==> config.mk <==
export PLATFORM = sky130hd
export DESIGN_NAME = rbt_bus_xcvr
export DESIGN_NICKNAME = d
export VERILOG_FILES = /design/src/rtl/rbt_pkg.sv /design/src/rtl/rbt_strobe_edge.sv /design/src/rtl/rbt_hold_reg.sv /design/src/rtl/rbt_steer.sv /design/src/rtl/rbt_bus_xcvr.sv
export SDC_FILE = /design/constraint.sdc
export NUM_CORES = 1
export LEC_CHECK = 0
export ABC_CLOCK_PERIOD_IN_PS = 1950
export BUFFER_PORTS_ARGS = -buffer_cell sky130_fd_sc_hd__buf_2
export CORE_UTILIZATION = 45
export DETAILED_ROUTE_END_ITERATION = 12
export PLACE_DENSITY_LB_ADDON = 0.08
export RECOVER_POWER = 100
export SLEW_MARGIN = 0
export SYNTH_ARGS = -nofsm -noshare
export SYNTH_HDL_FRONTEND = slang
export SYNTH_SLANG_ARGS = --single-unit
==> constraint.sdc <==
create_clock -name clk_i -period 1.95 [get_ports clk_i]
set_input_delay 0.0975 -clock clk_i [delete_from_list [all_inputs] [get_ports clk_i]]
set_output_delay 0.0975 -clock clk_i [all_outputs]
set_load 0.05 [all_outputs]
==> src/rtl/rbt_pkg.sv <==
package rbt_pkg;
  typedef enum logic [1:0] {
    PATH_OFF    = 2'd0,
    PATH_A_TO_B = 2'd1,
    PATH_B_TO_A = 2'd2
  } path_e;

  function automatic path_e pick_path(input logic en_n, input logic dir);
    if (en_n) return PATH_OFF;
    return dir ? PATH_A_TO_B : PATH_B_TO_A;
  endfunction
endpackage

==> src/rtl/rbt_strobe_edge.sv <==
module rbt_strobe_edge (
  input  logic clk_i,
  input  logic rst_ni,
  input  logic stb_i,
  output logic rise_o
);
  logic prev_q;

  // reset high: a strobe held at release is not a rise
  always_ff @(posedge clk_i or negedge rst_ni) begin
    if (!rst_ni) prev_q <= 1'b1;
    else         prev_q <= stb_i;
  end

  assign rise_o = stb_i & ~prev_q;
endmodule

==> src/rtl/rbt_hold_reg.sv <==
module rbt_hold_reg #(
  parameter int WIDTH = 8
) (
  input  logic             clk_i,
  input  logic             rst_ni,
  input  logic             load_i,
  input  logic [WIDTH-1:0] d_i,
  output logic [WIDTH-1:0] q_o
);
  for (genvar i = 0; i < WIDTH; i++) begin : g_bit
    always_ff @(posedge clk_i or negedge rst_ni) begin
      if (!rst_ni)     q_o[i] <= 1'b0;
      else if (load_i) q_o[i] <= d_i[i];
    end
  end
endmodule

==> src/rtl/rbt_steer.sv <==
module rbt_steer
  import rbt_pkg::*;
#(
  parameter int WIDTH = 8
) (
  input  logic             en_n_i,
  input  logic             dir_i,
  input  logic             ab_sel_i,
  input  logic             ba_sel_i,
  input  logic [WIDTH-1:0] a_i,
  input  logic [WIDTH-1:0] b_i,
  input  logic [WIDTH-1:0] ab_q_i,
  input  logic [WIDTH-1:0] ba_q_i,
  output logic [WIDTH-1:0] a_o,
  output logic             a_oe_o,
  output logic [WIDTH-1:0] b_o,
  output logic             b_oe_o
);
  path_e path;

  always_comb begin
    path   = pick_path(en_n_i, dir_i);
    a_oe_o = (path == PATH_B_TO_A);
    b_oe_o = (path == PATH_A_TO_B);
    a_o    = '0;
    b_o    = '0;
    if (a_oe_o) a_o = ba_sel_i ? ba_q_i : b_i;
    if (b_oe_o) b_o = ab_sel_i ? ab_q_i : a_i;
  end
endmodule

==> src/rtl/rbt_bus_xcvr.sv <==
module rbt_bus_xcvr #(
  parameter int WIDTH = 8
) (
  input  logic             clk_i,
  input  logic             rst_ni,
  input  logic             en_n_i,
  input  logic             dir_i,
  input  logic             ab_sel_i,
  input  logic             ba_sel_i,
  input  logic             ab_stb_i,
  input  logic             ba_stb_i,
  input  logic [WIDTH-1:0] a_i,
  output logic [WIDTH-1:0] a_o,
  output logic             a_oe_o,
  input  logic [WIDTH-1:0] b_i,
  output logic [WIDTH-1:0] b_o,
  output logic             b_oe_o
);
  logic             ab_rise, ba_rise;
  logic [WIDTH-1:0] ab_q, ba_q;
  logic [WIDTH-1:0] a_side, b_side;

  // driven port captures what it drives
  assign a_side = a_oe_o ? a_o : a_i;
  assign b_side = b_oe_o ? b_o : b_i;

  rbt_strobe_edge u_ab_edge (
    .clk_i (clk_i), .rst_ni (rst_ni), .stb_i (ab_stb_i), .rise_o (ab_rise)
  );

  rbt_strobe_edge u_ba_edge (
    .clk_i (clk_i), .rst_ni (rst_ni), .stb_i (ba_stb_i), .rise_o (ba_rise)
  );

  rbt_hold_reg #(.WIDTH(WIDTH)) u_ab_reg (
    .clk_i (clk_i), .rst_ni (rst_ni), .load_i (ab_rise), .d_i (a_side), .q_o (ab_q)
  );

  rbt_hold_reg #(.WIDTH(WIDTH)) u_ba_reg (
    .clk_i (clk_i), .rst_ni (rst_ni), .load_i (ba_rise), .d_i (b_side), .q_o (ba_q)
  );

  rbt_steer #(.WIDTH(WIDTH)) u_steer (
    .en_n_i   (en_n_i),
    .dir_i    (dir_i),
    .ab_sel_i (ab_sel_i),
    .ba_sel_i (ba_sel_i),
    .a_i      (a_i),
    .b_i      (b_i),
    .ab_q_i   (ab_q),
    .ba_q_i   (ba_q),
    .a_o      (a_o),
    .a_oe_o   (a_oe_o),
    .b_o      (b_o),
    .b_oe_o   (b_oe_o)
  );
endmodule

== Word-level counts from Yosys, hierarchy flattened ==
Cells that the tools add are included.

* Register bits after elaboration: 18
* Output and inout port bits: 18

* Equality and inequality tests: 2
* Multiplexer cells: 10
* Bitwise operators: 4

{| class="wikitable"
|+ Operators with widths
! kind !! number
|-
| $mux W8 || 6
|-
| $mux W2 || 3
|-
| $and A1 B1 Y1 || 2
|-
| $eq A2 B1 Y1 const B || 1
|-
| $eq A2 B2 Y1 const B || 1
|-
| $not A1 Y1 || 2
|-
| $mux W1 || 1
|}

== Logic depth before layout (Yosys ltp) ==
* Depth in word-level cells: 5
* Mapped depth: 5
* Gate-level depth less buffers: 4

== Cells and area by module ==
Synthesis repeated with hierarchy kept, for this count alone.

* Cells, all modules: 96
* Area total of the unflattened synthesis: 1277.5 µm²

{| class="wikitable"
|+ By module, submodules not included
! module !! times used !! cells an instance !! area each (µm²) !! sequential area each (µm²)
|-
| rbt_hold_reg || 2 || 17 || 331.6 || 200.2
|-
| rbt_steer || 1 || 40 || 271.5 || 0.0
|-
| rbt_bus_xcvr || 1 || 18 || 262.8 || 0.0
|-
| rbt_strobe_edge || 2 || 2 || 40.0 || 26.3
|}

== Least setup slack after synthesis ==
Ideal clock, no wire load.

* Path kind: input to register
* Start point: in ab_sel_i
* End point: reg u_ba_reg.q_o[5]
* Data arrival time: 1357 ps
* Data required time: 1883 ps
* Setup slack: 526 ps
* Stages: 4
* Path through: clkbuf_2 > mux2i_1 > nor2_1 > o22a_1

* Cells in the longest elaborated chain, start to end: 3

{| class="wikitable"
|+ RTL lines
! element !! RTL line !! RTL
|-
| from (decl) || rbt_bus_xcvr.sv:8 || <nowiki>input logic ab_sel_i,</nowiki>
|-
| $mux W8 (2 in a row) || rbt_steer.sv:28 || <nowiki>if (b_oe_o) b_o = ab_sel_i ? ab_q_i : a_i;</nowiki>
|-
| via b_o[5] || rbt_bus_xcvr.sv:16 || <nowiki>output logic [WIDTH-1:0] b_o,</nowiki>
|-
| $mux W8 || rbt_bus_xcvr.sv:25 || <nowiki>assign b_side = b_oe_o ? b_o : b_i;</nowiki>
|-
| to (signal, indexed assignment) || rbt_hold_reg.sv:13 || <nowiki>else if (load_i) q_o[i] <= d_i[i];</nowiki>
|-
| to (decl) || rbt_hold_reg.sv:8 || <nowiki>output logic [WIDTH-1:0] q_o</nowiki>
|}

The timed path passes the listed nets, and every way through them passes these cells.
A chain may end at the register's enable or synchronous reset.

== Final worst setup path ==
* Start point: in en_n_i
* End point: out a_o[4]

* Cells in the longest elaborated chain, start to end: 4

{| class="wikitable"
|+ RTL lines
! element !! RTL line !! RTL
|-
| from (decl) || rbt_bus_xcvr.sv:6 || <nowiki>input logic en_n_i,</nowiki>
|-
| $mux W1 || rbt_pkg.sv:9 || <nowiki>if (en_n) return PATH_OFF;</nowiki>
|-
| $mux W2 || rbt_pkg.sv:10 || <nowiki>return dir ? PATH_A_TO_B : PATH_B_TO_A;</nowiki>
|-
| $eq A2 B2 Y1 || rbt_steer.sv:23 || <nowiki>a_oe_o = (path == PATH_B_TO_A);</nowiki>
|-
| $mux W8 || rbt_steer.sv:27 || <nowiki>if (a_oe_o) a_o = ba_sel_i ? ba_q_i : b_i;</nowiki>
|-
| to (decl) || rbt_bus_xcvr.sv:13 || <nowiki>output logic [WIDTH-1:0] a_o,</nowiki>
|}

Every way passes these cells.

==> results.json <==
{
  "cts_setup_buffers": 0,
  "ys_async_sr_fraction_pct": 100.0,
  "ys_warn_count": 0,
  "reg2reg_from": "u_ab_edge.prev_q$_DFF_PN1_",
  "arrival_ns": 1.47,
  "holdBufCountCts": 3,
  "irDropWorstVdd_mv": 0.4899,
  "worstSetupStartpoint": "en_n_i",
  "globalRouteTotalUtil_pct": 22.10,
  "portBuffers": 41,
  "netlist_area_mm2": 0.001139,
  "period_share_pct": 80.48,
  "clkPwrFrac_pct": 20.1,
  "r2r_slack_ns": 0.51,
  "antenna_cells": 0,
  "setup_viol": 0,
  "power_mw": 0.9557,
  "critPathCaptureType": "primary output",
  "netlist_instances": 111,
  "regArea_um2": 452.9,
  "cts_tree": "yes",
  "ff2ff_path_depth": 4,
  "drt-wirelength-per-cell_um": 14.41,
  "cap_violations": 0,
  "crit_fanout": 10,
  "crit_type": "input pin to primary output",
  "swShare_pct": 35.39,
  "fin_skew_ns": 0.005556,
  "std_cell_rows": 17,
  "cp_slowest_cell": "or2_1",
  "worst_pin_slew_ns": 1.016,
  "p_switching_mw": 0.3382,
  "p_leak_nw": 0.5995,
  "multi_input_area_um2": 570.5,
  "cts_buffer_depth": 2,
  "grt.overflow.total": 0,
  "hp-class": "input pin to flop",
  "avgSynthCellArea_um2": 10.26,
  "status": "complete, no violations",
  "dr.pass1.iters": 4,
  "cp-start-kind": "input pin",
  "clock_latency_ns": 0.29,
  "seq_area_frac_synth_pct": 39.78,
  "netlist.area_leader.share_pct": 35.16,
  "yosys-top-cells-area": "dfrtp_1 (35%), mux2i_1 (14%), nor2_4 (7.9%)",
  "ys_ff_latch": 18,
  "final_cell_area_mm2": 0.001344,
  "pwr-share-seq_pct": 47.2,
  "drive_gt1_share_pct": 30.07,
  "crit_chain": "buf_2 > or2_1 > nor2_4 > clkbuf_1",
  "path_clk_slew_ns": 0.10,
  "syn_nets": 135,
  "cts_root_buf": "clkbuf_4",
  "crit_path_max_incr_delay_ns": 0.52,
  "slew_headroom_pct": 32.30,
  "htreeDepth": 1,
  "cts_resized": 0,
  "die_w_um": 52.30,
  "wirelength_um": 2609,
  "cts_buffers": 3,
  "antenna_left": 0,
  "area_delta_synth_final_pct": 18.02,
  "first_iter_violations": 3,
  "pin_count": 42,
  "nNetsFinal": 178,
  "utilization_pct": 58.50,
  "synth_common_cells": "dfrtp_1 (16), mux2i_1 (16), inv_1 (9)",
  "grt_pass1_wl_um": 4347,
  "hold_slack_ns": 0.1742,
  "initial_utilization_pct": 49.56,
  "power_density_mw_per_mm2": 711.2,
  "pwr-share-comb_pct": 32.7,
  "final_hold_viol_count": 0,
  "synthFlopType": "dfrtp_1",
  "max_freq_ghz": 0.6372,
  "hp-start": "a_i[2]",
  "power.internal_mw": 0.6175,
  "setup-tns-final_ns": 0,
  "core_mm2": 0.002297,
  "placed_area_mm2": 0.001334,
  "clock-sinks": 18,
  "period_minus_slack_ns": 1.569,
  "synth_edf_count": 0,
  "die_y_um": 52.30,
  "yosys.cell_types.count": 21,
  "nFillCells": 250,
  "holdPathStages": 4,
  "critPathRequiredTime_ns": 1.85,
  "netlist.top_cell.by_area": "dfrtp_1",
  "vias": 937,
  "rsz0062_at_grt": "false",
  "grt_pass1_vias": 945,
  "crit_end": "a_o[4]",
  "viasPerCell": 5.177,
  "grt_max_degree": 19,
  "r2r_end": "u_ab_reg.q_o[7]$_DFFE_PN0P_",
  "grt_antenna_before_repair": 0,
  "remaining_drc_errors": 0,
  "finalMaxSlewViolations": 0,
  "dieArea_mm2": 0.002735,
  "dp_hpwl_um": 2045,
  "gp_congestion": 0.8187
}
[power by group through the flow]
stage                     sequential, mW  combinational [mW]  clock (mW)
after floorplan                    0.452               0.246           0
after global placement             0.456               0.317           0
after detailed placement           0.459               0.323           0
after CTS                          0.451               0.328       0.200
after global routing               0.457               0.337       0.224
final                              0.451               0.312       0.192
[flip-flops by register name, summed over array words and instances (netlist names)]
register,flops
u_ab_reg.q_o,8
u_ba_reg.q_o,8
u_ab_edge.prev_q,1
u_ba_edge.prev_q,1
[area by class of cell]
type                            instances  area share (%)
Multi-Input combinational cell         76           42.46
Timing Repair Buffer                   45           16.11
Clock buffer                            4           1.955
Sequential cell                        18           33.71
Tap cell                               28           2.607
Inverter                               10           3.166
[cell usage in the layout (no fill, tap or decap), drive strengths merged]
master,n
mux2i,16
or2,1
buf,23
clkbuf,23
and2b,1
dfstp,2
nand2,8
nor2,16
nand2b,1
dfrtp,16
nor2b,1
inv,10
dlygate4sd3,3
o22a,16
o21ai,16
[layer usage]
metal / wire length, µm / global-route usage, % / share of wire [%] / vias to the layer above
li1: - / - / - / 464
met1: 1277 / 30.60 / 49 / 450
met2: 1226 / 35.86 / 47 / 21
met3: 95 / 3.478 / 3.6 / 2
met4: 9 / 5.263 / 0.34 / 0
met5: 0 / 0 / 0 / -
[critical path: cells and delay by family]
kind	cells	cell delay [ns]
and+or+nand+nor	2	0.75
buffers and inverters	2	0.63
[stage by stage]
step                cells  setup WS (ns)
floorplan             111         0.5257
global placement      174         0.6157
detailed placement    174         0.5794
CTS                   181         0.5555
global route          181         0.3117
finish                181         0.3807
[cell families after synthesis]
family / after synthesis / share of synthesized area [%]
compound gates: 32 / 22.20
flops: 18 / 39.78
simple gates: 28 / 15.61
mux: 16 / 14.07
buf+inv: 17 / 8.351
[how the worst min path moves through the flow]
stage	endpoint
2_1_floorplan	u_ab_reg.q_o[0]$_DFFE_PN0P_
3_3_place_gp	u_ba_reg.q_o[2]$_DFFE_PN0P_
3_5_place_dp	u_ba_reg.q_o[0]$_DFFE_PN0P_
4_1_cts	u_ab_reg.q_o[2]$_DFFE_PN0P_
5_1_grt	u_ab_reg.q_o[5]$_DFFE_PN0P_
6_report	u_ab_reg.q_o[2]$_DFFE_PN0P_
Power figures use the tool's default switching activity.
